## src/rtl/nrx_pkg.sv

```systemverilog
package nrx_pkg;
  localparam int unsigned NIB_W_DEF = 4;
  localparam int unsigned NIBS_DEF  = 8;

  function automatic int unsigned pos_bits(input int unsigned n);
    return (n > 1) ? $clog2(n) : 1;
  endfunction
endpackage

```

## src/rtl/nrx_pos_ctr.sv

```systemverilog
module nrx_pos_ctr #(
  parameter int unsigned NIBS  = 8,
  parameter int unsigned POS_W = 3
) (
  input  logic             clk_i,
  input  logic             rst_ni,
  input  logic             sof_i,
  output logic [POS_W-1:0] cur_pos_o,
  output logic             last_o
);
  localparam logic [POS_W-1:0] LAST = POS_W'(NIBS - 1);

  logic [POS_W-1:0] pos_q;

  // slot of the nibble accepted this cycle
  assign cur_pos_o = sof_i ? '0 : pos_q;
  assign last_o    = (cur_pos_o == LAST);

  always_ff @(posedge clk_i or negedge rst_ni) begin
    if (!rst_ni)     pos_q <= '0;
    else if (last_o) pos_q <= '0;
    else             pos_q <= cur_pos_o + POS_W'(1);
  end

  assert_sof_restart_R2: assert property (@(posedge clk_i) disable iff (!rst_ni)
    sof_i |=> (pos_q == POS_W'(1)));
  assert_wrap_R7: assert property (@(posedge clk_i) disable iff (!rst_ni)
    (!sof_i && pos_q == LAST) |=> (pos_q == '0));
endmodule

```

## src/rtl/nrx_assembler.sv

```systemverilog
module nrx_assembler #(
  parameter int unsigned NIB_W = 4,
  parameter int unsigned NIBS  = 8,
  parameter int unsigned POS_W = 3,
  localparam int unsigned WORD_W = NIB_W * NIBS
) (
  input  logic              clk_i,
  input  logic              rst_ni,
  input  logic [NIB_W-1:0]  nib_i,
  input  logic [POS_W-1:0]  cur_pos_i,
  output logic [WORD_W-1:0] full_o
);
  logic [WORD_W-1:0] asm_q;

  for (genvar k = 0; k < NIBS; k++) begin : g_slot
    always_ff @(posedge clk_i or negedge rst_ni) begin
      if (!rst_ni)                       asm_q[k*NIB_W +: NIB_W] <= '0;
      else if (cur_pos_i == POS_W'(k))   asm_q[k*NIB_W +: NIB_W] <= nib_i;
    end
  end

  // top slot bypasses the register so the word is ready on the last nibble
  assign full_o = {nib_i, asm_q[WORD_W-NIB_W-1:0]};

  assert_first_slot_R3: assert property (@(posedge clk_i) disable iff (!rst_ni)
    (cur_pos_i == '0) |=> (asm_q[NIB_W-1:0] == $past(nib_i)));
endmodule

```

## src/rtl/nrx_result_rx.sv

```systemverilog
module nrx_result_rx
  import nrx_pkg::*;
#(
  parameter int unsigned NIB_W = NIB_W_DEF,
  parameter int unsigned NIBS  = NIBS_DEF,
  localparam int unsigned WORD_W = NIB_W * NIBS,
  localparam int unsigned POS_W  = pos_bits(NIBS)
) (
  input  logic              clk_i,
  input  logic              rst_ni,
  input  logic [NIB_W-1:0]  lane_nib_i,
  input  logic              lane_sof_i,
  input  logic              rd_req_i,
  output logic [WORD_W-1:0] rd_data_o,
  output logic              rd_ack_o,
  output logic [WORD_W-1:0] word_o,
  output logic              word_valid_o
);
  logic [POS_W-1:0]  cur_pos;
  logic              pos_last;
  logic [WORD_W-1:0] full_word;
  logic              armed_q, valid_q;
  logic [WORD_W-1:0] word_q, rd_data_q;
  logic              rd_ack_q;
  logic              commit;

  nrx_pos_ctr #(.NIBS(NIBS), .POS_W(POS_W)) u_pos (
    .clk_i, .rst_ni, .sof_i(lane_sof_i), .cur_pos_o(cur_pos), .last_o(pos_last)
  );

  nrx_assembler #(.NIB_W(NIB_W), .NIBS(NIBS), .POS_W(POS_W)) u_asm (
    .clk_i, .rst_ni, .nib_i(lane_nib_i), .cur_pos_i(cur_pos), .full_o(full_word)
  );

  assign commit = pos_last && armed_q && !lane_sof_i;

  always_ff @(posedge clk_i or negedge rst_ni) begin
    if (!rst_ni) begin
      armed_q   <= 1'b0;
      valid_q   <= 1'b0;
      word_q    <= '0;
      rd_data_q <= '0;
      rd_ack_q  <= 1'b0;
    end else begin
      if (lane_sof_i) armed_q <= 1'b1;
      if (lane_sof_i)  valid_q <= 1'b0;
      else if (commit) valid_q <= 1'b1;
      if (commit) word_q <= full_word;
      rd_ack_q <= rd_req_i;
      if (rd_req_i) rd_data_q <= word_q;
    end
  end

  assign word_o       = word_q;
  assign word_valid_o = valid_q;
  assign rd_data_o    = rd_data_q;
  assign rd_ack_o     = rd_ack_q;

  assert_sof_clears_valid_R5: assert property (@(posedge clk_i) disable iff (!rst_ni)
    lane_sof_i |=> !word_valid_o);
  assert_valid_on_last_R4: assert property (@(posedge clk_i) disable iff (!rst_ni)
    $rose(word_valid_o) |-> $past(pos_last));
  assert_idle_zero_R9: assert property (@(posedge clk_i) disable iff (!rst_ni)
    !armed_q |-> (word_o == '0 && !word_valid_o));
  assert_rd_return_R10: assert property (@(posedge clk_i) disable iff (!rst_ni)
    rd_req_i |=> (rd_ack_o && rd_data_o == $past(word_o)));
  assert_no_ack_R10: assert property (@(posedge clk_i) disable iff (!rst_ni)
    !rd_req_i |=> (!rd_ack_o && $stable(rd_data_o)));
endmodule

```

## config.mk

```make
export PLATFORM = sky130hd
export DESIGN_NAME = nrx_result_rx
export DESIGN_NICKNAME = d
export VERILOG_FILES = /design/src/rtl/nrx_pkg.sv /design/src/rtl/nrx_pos_ctr.sv /design/src/rtl/nrx_assembler.sv /design/src/rtl/nrx_result_rx.sv
export SDC_FILE = /design/constraint.sdc
export NUM_CORES = 1
export LEC_CHECK = 0
export BUFFER_PORTS_ARGS = -buffer_cell sky130_fd_sc_hd__buf_4
export CORE_MARGIN = 2
export CORE_UTILIZATION = 23
export DETAILED_ROUTE_END_ITERATION = 10
export GPL_ROUTABILITY_DRIVEN = 0
export PLACE_DENSITY = 0.37
export SYNTH_ARGS = -nofsm -noshare
export SYNTH_HDL_FRONTEND = slang
export SYNTH_HIERARCHICAL = 1
export SYNTH_SLANG_ARGS = --single-unit
```

## constraint.sdc

```tcl
create_clock -name clk_i -period 2.4 [get_ports clk_i]
set_input_delay 0.48 -clock clk_i [delete_from_list [all_inputs] [get_ports clk_i]]
set_output_delay 0.48 -clock clk_i [all_outputs]
set_load 0.01 [all_outputs]
```

Word-level counts from Yosys, hierarchy flattened
Index checks and enable logic that the tools add are counted.

operators by class
  add/sub/neg operators = 1
  equal/unequal tests = 7
  mux-type cells = 4
  reduce and logical (&&, ||, !) cells = 5

operators by type and width
  operator                                        number
  == test 3 bit (second input constant)           4
  == test 3 x 2 -> 1 bit (second input constant)  2
  2-to-1 mux 3 bit                                2
  adder 3 x 1 -> 3 bit (second input constant)    1
  == test 3 x 1 -> 1 bit (second input constant)  1
  zero test 3 bit                                 1
  logical AND 1 bit                               2
  2-to-1 mux 1 bit                                2
  nonzero test 2 bit                              1
  zero test 1 bit                                 1

storage, ports and cells
  register bits after elaboration = 98
  input bits = 8
  output and inout port bits = 66
  word-level logic and storage cells = 30

Longest topological paths before layout
Gate-level depths: netlist of run 1.

  depth after elaboration = 6
  mapped depth = 6
  depth with buffers taken out = 5

Modules after synthesis
Netlist of run 1, hierarchy kept.

modules (own cells, without submodules)
  module         instances  cells an instance  area each (µm²)
  nrx_result_rx  1          142                2605.0
  nrx_assembler  1          67                 1111.1
  nrx_pos_ctr    1          9                  125.1

Least setup slack after synthesis of run 1
No wires, ideal clock.

  path type = input port to flip-flop
  start point = in lane_sof_i
  end point = reg word_q[0], in the netlist word_o[0]
  setup time = 0.125 ns
  arrival time = 1.814 ns
  slack = 0.461 ns
  cell stages on the path = 6
  cells stage by stage = nor2b_1 ha_1 ha_1 nand3b_4 buf_6 mux2_4

on the way
  longest elaborated chain between the ends = 4
  elaborated cells on any way between the ends = 5
  classes of those cells = eq/ne: 1; mux: 1; reduce/logical: 3

RTL lines
  element                          RTL line             text
  from (decl)                      nrx_result_rx.sv:12  input logic lane_sof_i,
  2-to-1 mux 3 bit                 nrx_pos_ctr.sv:16    assign cur_pos_o = sof_i ? '0 : pos_q;
  == test 3 bit                    n/a
  named net pos_last               nrx_result_rx.sv:20  logic pos_last;
  logical AND 1 bit (2 in series)  nrx_result_rx.sv:35  assign commit = pos_last && armed_q && !lane_sof_i;
  to (signal assigned)             nrx_result_rx.sv:48  if (commit) word_q <= full_word;
  to (decl)                        nrx_result_rx.sv:23  logic [WORD_W-1:0] word_q, rd_data_q;

The timed path passes the listed nets, and every way through them passes these cells.
A chain may end at the register's enable or synchronous reset.

Final worst setup path of run 1
  start point = reg u_pos.pos_q[0]
  end point = reg word_q[8], in the netlist word_o[8]

on the way
  longest elaborated chain between the ends = 4

RTL lines
  element                          RTL line             text
  from (decl)                      nrx_pos_ctr.sv:13    logic [POS_W-1:0] pos_q;
  from (signal assigned)           nrx_pos_ctr.sv:22    else pos_q <= cur_pos_o + POS_W'(1);
  2-to-1 mux 3 bit                 nrx_pos_ctr.sv:16
  named net cur_pos[0]             nrx_result_rx.sv:19  logic [POS_W-1:0] cur_pos;
  == test 3 bit                    n/a
  named net pos_last               nrx_result_rx.sv:20
  logical AND 1 bit (2 in series)  nrx_result_rx.sv:35

The timed path passes the listed nets, and every way through them passes these cells.

==> results by group, run 1 <==
Power and ir drop
  • Static Leak: 2.53 nW
  • Power per cell area: 821 nW/µm²
  • Worst VDD drop: 312 µV
  • Pwr Total: 4.06 mW

Setup path
  • Critical Path Sink Type: flip-flop
  • Worst-path maximum fanout: 18
  • Worst EP arrival: 2.03 ns
  • WS Path Type: reg2reg
  • Req. time, crit path: 2.64 ns
  • Setup crit start kind: flip-flop

Logic synthesis
  • Mux contribution to synthesized area: 29.9%
  • Top FF cell, synth: dfrtp_1
  • Synth Area in Compound Gates: 0.130%
  • Post-synth ARST share: 100%
  • Seq/Total Area, Yosys: 63.8%
  • Post-synth net total: 228
  • #FFs+latches synth: 98
  • Syn Std Cell Area: 3840 µm²
  • Synth top area share: 63.8%
  • Synth Instances: 218
  • Synth top area cells: dfrtp_1, mux2_2, mux2_4, buf_4, nor3b_2
  • Count leader, synth: dfrtp_1
  • Simple-Gate Fraction of Synth Area: 3.13%
  • Warnings, synthesis: 6
  • Synth Area in Adders: 0.651%
  • Post-Synth XOR/XNOR Area: 0%
  • Most frequent cells after synthesis: dfrtp_1, mux2_2, mux2_4
  • Mean post-synth cell area: 17.6 µm²
  • Yosys top cell by area: dfrtp_1
  • Post-synth EDFFs: 0
  • Largest family of logic cells by synthesized area: multiplexers
  • Unique masters post-synth: 17

Floorplanning
  • Die H: 133 µm
  • Ports: 74
  • Die Area: 17800 µm²
  • Core Rows: 47
  • Initial Util: 23.3%
  • Area of the core: 16500 µm²
  • Die width: 133 µm

STA
  • Hold_ws: 0.00628 ns
  • Post-Route Skew: 0.00446 ns
  • Hold Fails Final Rpt: 0
  • RSZ-0062 raised after global routing: no
  • Total negative setup slack: 0 ns
  • Final setup fails: 0
  • Slew margin rel.: 56.2%
  • Fin. max-slew vios: 0
  • FMAX: 557 MHz
  • Fin crit share: 74.8%
  • Minimum clock period: 1.80 ns
  • Worst-margin pin slew: 0.652 ns
  • Worst Slack Setup Final: 0.604 ns

Drt
  • Pre-antenna DRT Iters: 2
  • Vias per cell: 3.90
  • DR DRC count: 0
  • Initial DRC count: 47
  • Vias: 2039
  • Final wirelength: 7.90 mm
  • Per-cell routed wire length: 15.1 µm
  • Antenna-violating nets left: 0

Clocking
  • CTS root buf: clkbuf_16
  • Clk_lat worst skew: 0.35 ns
  • Post-CTS sizing: 0
  • Clock slew at reported path FFs: 0.07 ns
  • CTS buffer count: 9
  • CTS sink count: 98
  • Postcts setup bufs: 0
  • Hold Buf Count CTS: 0
  • Max clock buf depth: 2
  • CTS tree: done
  • H-tree Lvls: 3

Cells and area
  • Area growth, synth to finish: 28.7%
  • Filler Cell Count: 1683
  • Layout cells sized above 1: 62.7%
  • Post-layout util: 30.0%
  • Ant diodes: 0
  • Nets: 308

Global routing
  • First-pass GRT wire length: 12.9 mm
  • Grt ovf: 0
  • Total global-route track usage: 9.71%
  • Vias in the first global route: 2212
  • Largest net degree at the start of global routing: 51
  • Initial antenna violation count: 0

Placement
  • Final HPWL DP: 5.18 mm
  • Pre-CTS setup slack: 0.431 ns
  • # port buffers: 73

Run
  • Max Cap Viol: 0

Status
  • Status: finished clean

Min path
  • HP Class: in2async
[per-layer routing]
layer	track usage (%)	share of wire, %
met1	12.4	45
met5	0	0
met4	5.50	2.6
met3	2.63	4.1
met2	14.9	48
[sequential cells by signal, indices dropped and copies added (netlist names)]
name / flops
u_asm/full_o: 28
rd_ack_o: 1
rd_data_o: 32
word_o: 32
u_pos/pos_q: 3
word_valid_o: 1
armed_q: 1
[worst max-delay path: stages (launching register included)]
cell and delay (ns):
dfrtp_1 0.38, nor2b_1 0.14, ha_1 0.20, ha_1 0.22, nand3b_4 0.09, buf_4 0.32, mux2_4 0.33
[worst paths after layout]
path                                             end  cells after the start  slack, ns                     start
max                            word_o[8]$_DFFE_PN0P_                      6       0.60  u_pos/pos_q[0]$_DFF_PN0_
min                        rd_data_o[25]$_DFFE_PN0P_                      1      0.006                    rst_ni
max reg2reg                    word_o[8]$_DFFE_PN0P_                      6       0.60  u_pos/pos_q[0]$_DFF_PN0_
min reg2reg                 u_pos/pos_q[0]$_DFF_PN0_                      1       0.44  u_pos/pos_q[0]$_DFF_PN0_
max in group asynchronous  rd_data_o[31]$_DFFE_PN0P_                      2       1.71                    rst_ni
min in group clk_i          word_valid_o$_DFFE_PN0P_                      2       0.33                lane_sof_i
[power breakdown]
part	internal (mW)	switching, mW	total (mW)
clock network	0.844	0.644	1.49
logic	0.335	0.203	0.538
registers	1.89	0.138	2.03
[final cells by class]
class	instances	area (µm²)	share of cell area [%]
repair buffers	80	613	12.4
clock buffers	11	243	4.91
well taps	220	275	5.57
clock inverters	5	62.6	1.27
multi-input cells	109	1300	26.3
flip-flops and latches	98	2450	49.6
[logic make-up after synthesis]
group	Yosys count
adders and majority gates	2
DFF	98
AOI/OAI and AO/OA	1
and+or+nand+nor	14
muxes	92
buffers and inverters	11
[cell usage in the layout (no fill, tap or decap)]
cell type and count:
clkinv_2 1, clkbuf_1 1, inv_8 1, clkinvlp_4 1, buf_4 79, nor3_1 1, nand2b_1 1, nand3b_1 3
mux2_2 60, nor3b_2 3, clkbuf_16 9, mux2_1 2, nor2b_1 3, bufinv_16 1, or2_2 1, a21oi_1 1
clkbuf_8 1, clkinv_4 1, nor2_1 1, mux2_4 30, buf_12 1, dfrtp_1 98, ha_1 2, nand3b_4 1
[stage by stage]
stage	instance area [µm²]	std cells
4_1_cts	4940	523
3_3_place_gp	4640	507
5_1_grt	4940	523
3_5_place_dp	4640	507
6_report	4940	523
2_1_floorplan	3840	218
Power figures use the tool's default switching activity.
==> run 2, diff against run 1 <==
- ABC_AREA: not set -> 1
- PLACE_DENSITY: 0.37 -> 0.38
- clock period: 2.4 -> 1.4 ns (I/O delays scaled with it)
==> run 2 against run 1 <==
Compared with the run above: global-route usage grew 0.95 points; first-iteration DRC count rose to 3.0 times the previous value; cell count is 40% higher; via count increased by 49%; design area grew 6.5%; sequential share of layout area decreased by 3.0 points; total power is 78% higher; largest power group unchanged; highest routed layer unchanged; combinational power is 82% higher; non-clock buffer count rose by 7; largest cell class unchanged; area after synthesis up 7.9%.
==> results by group, run 2 <==
STA
  • FMAX: 742 MHz
  • Final setup fails: 0
  • Hold Fails Final Rpt: 0
  • RSZ-0062 raised after global routing: yes
  • Slew margin rel.: 64.4%
  • Post-Route Skew: 0.00711 ns
  • Hold_ws: 0.172 ns
  • Fin crit share: 96.2%
  • Worst-margin pin slew: 0.534 ns
  • Fin. max-slew vios: 0
  • Total negative setup slack: 0 ns
  • Minimum clock period: 1.35 ns

Cells and area
  • Nets: 508
  • Final design instance area without fill: 5270 µm²
  • Layout cells sized above 1: 24.3%
  • Area growth, synth to finish: 27.1%
  • Ant diodes: 0
  • Most common cell after layout, fill and taps aside: nand2_1
  • Most frequent cells in the layout: nand2_1, dfrtp_1, buf_4

Floorplanning
  • Area of the core: 17800 µm²
  • Core Rows: 49
  • Die width: 138 µm
  • Ports: 74
  • Initial Util: 23.2%
  • Die Area: 19100 µm²
  • Die H: 138 µm

Placement
  • Final HPWL DP: 6.50 mm
  • Placed cell areas: 4890 µm²
  • # port buffers: 73

Logic synthesis
  • Count leader, synth: nand2_1
  • #FFs+latches synth: 98
  • Top FF cell, synth: dfrtp_1
  • Most frequent cells after synthesis: nand2_1, dfrtp_1, nand4_1
  • Unique masters post-synth: 20
  • Warnings, synthesis: 6
  • Synth top area share: 59.2%
  • Post-synth ARST share: 100%
  • Syn Std Cell Area: 4140 µm²
  • Post-synth net total: 443
  • Post-synth EDFFs: 0
  • Synth Instances: 433
  • Synth top area cells: dfrtp_1, nand2_1, nand4_1, o21ai_0, inv_1
  • Mean post-synth cell area: 9.57 µm²
  • Yosys top cell by area: dfrtp_1
  • Seq/Total Area, Yosys: 59.2%

Drt
  • Vias: 3042
  • Vias per cell: 4.16
  • Per-cell routed wire length: 13.1 µm
  • DR DRC count: 0
  • Pre-antenna DRT Iters: 4
  • Initial DRC count: 142
  • Final wirelength: 9.58 mm
  • Antenna-violating nets left: 0

Setup path
  • Critical path startpoint: u_pos/pos_q[0]$_DFF_PN0_
  • Critical Path Sink Type: flip-flop
  • Worst EP arrival: 1.59 ns
  • WS Path Type: reg2reg
  • Worst-path maximum fanout: 17
  • Req. time, crit path: 1.64 ns
  • Setup crit start kind: flip-flop
  • RR Startpoint: u_pos/pos_q[0]$_DFF_PN0_

Clocking
  • CTS buffer count: 9
  • CTS tree: done
  • CTS root buf: clkbuf_16
  • H-tree Lvls: 3
  • Clock slew at reported path FFs: 0.07 ns
  • Clk_lat worst skew: 0.35 ns
  • Max clock buf depth: 2
  • CTS sink count: 98

Global routing
  • Vias in the first global route: 3011
  • First-pass GRT wire length: 16.1 mm
  • Grt ovf: 0
  • Total global-route track usage: 10.7%
  • Initial antenna violation count: 0
  • Largest net degree at the start of global routing: 66

Min path
  • HP Class: in2reg
  • Hold_sp: lane_sof_i

Status
  • Status: finished clean

Run
  • Max Cap Viol: 0

Power and ir drop
  • Power per cell area: 1370 nW/µm²
  • Static Leak: 2.63 nW
  • Pwr Total: 7.22 mW
  • Worst VDD drop: 569 µV
-- run 2: area by class of cell --
cell class,instances,area (µm²)
Clock buffer,10,239
Clock inverter,6,88.8
Fill cell,1885,12600
Inverter,40,163
Multi-Input combinational cell,262,1310
Sequential cell,98,2450
Tap cell,229,287
Timing Repair Buffer,87,731
-- run 2: report_power, final --
group / switching [mW] / internal (mW)
Sequential: 0.257 / 3.25
Clock: 1.12 / 1.62
Combinational: 0.561 / 0.417
Total: 1.94 / 5.28
-- run 2: worst max-delay path, stage by stage, from the launching register on --
cell	delay [ns]
dfrtp_1	0.37
inv_2	0.05
nor2_4	0.08
ha_2	0.19
ha_4	0.16
nand3_4	0.10
buf_12	0.17
nand2_1	0.06
nand2_1	0.05
-- run 2: logic make-up (layout without fill, tap and decap cells) --
group	after synthesis	after routing	share of synthesized area (%)
buffers and inverters	73	143	10.1
DFF	98	98	59.2
adders and majority gates	2	2	0.604
AOI/OAI and AO/OA	32	32	3.87
and+or+nand+nor	228	228	26.2
-- run 2: path summary, 6_finish.rpt --
path,depth (start not counted),to,slack (ns)
max,8,word_o[5]$_DFFE_PN0P_,0.05
min in group asynchronous,2,rd_data_o[10]$_DFFE_PN0P_,0.33
min reg2reg,2,u_asm/full_o[2]$_DFFE_PN0N_,0.48
max reg2reg,8,word_o[5]$_DFFE_PN0P_,0.05
min,3,u_pos/pos_q[0]$_DFF_PN0_,0.17
max in group asynchronous,3,u_pos/pos_q[1]$_DFF_PN0_,0.54
-- run 2: what timing repair did --
item                                   in CTS  in global routing
hold buffers                                1                  0
setup buffers                               0                  1
endpoints found under the hold margin      11                  0
setup endpoints to repair                  33                 46
pin swaps                                   0                  1
resized for setup                           2                  6
-- run 2: metrics by stage --
stage,cells,setup slack [ns],util [%]
2_1_floorplan,433,0.0300,-
3_3_place_gp,714,-0.0526,27.4
3_5_place_dp,714,-0.0852,27.4
4_1_cts,731,0.0175,29.4
5_1_grt,732,-0.0497,29.5
6_report,732,0.0530,29.5
-- run 2: layer usage --
| layer | track usage [%] | wire, µm | part of all wire (%) | vias to the layer above |
|---|---|---|---|---|
| met3 | 2.46 | 384 | 4.0 | 13 |
| li1 | - | - | - | 1545 |
| met4 | 5.48 | 223 | 2.3 | 0 |
| met5 | 0 | 0 | 0 | - |
| met1 | 13.8 | 4430 | 46 | 1426 |
| met2 | 16.8 | 4540 | 47 | 58 |
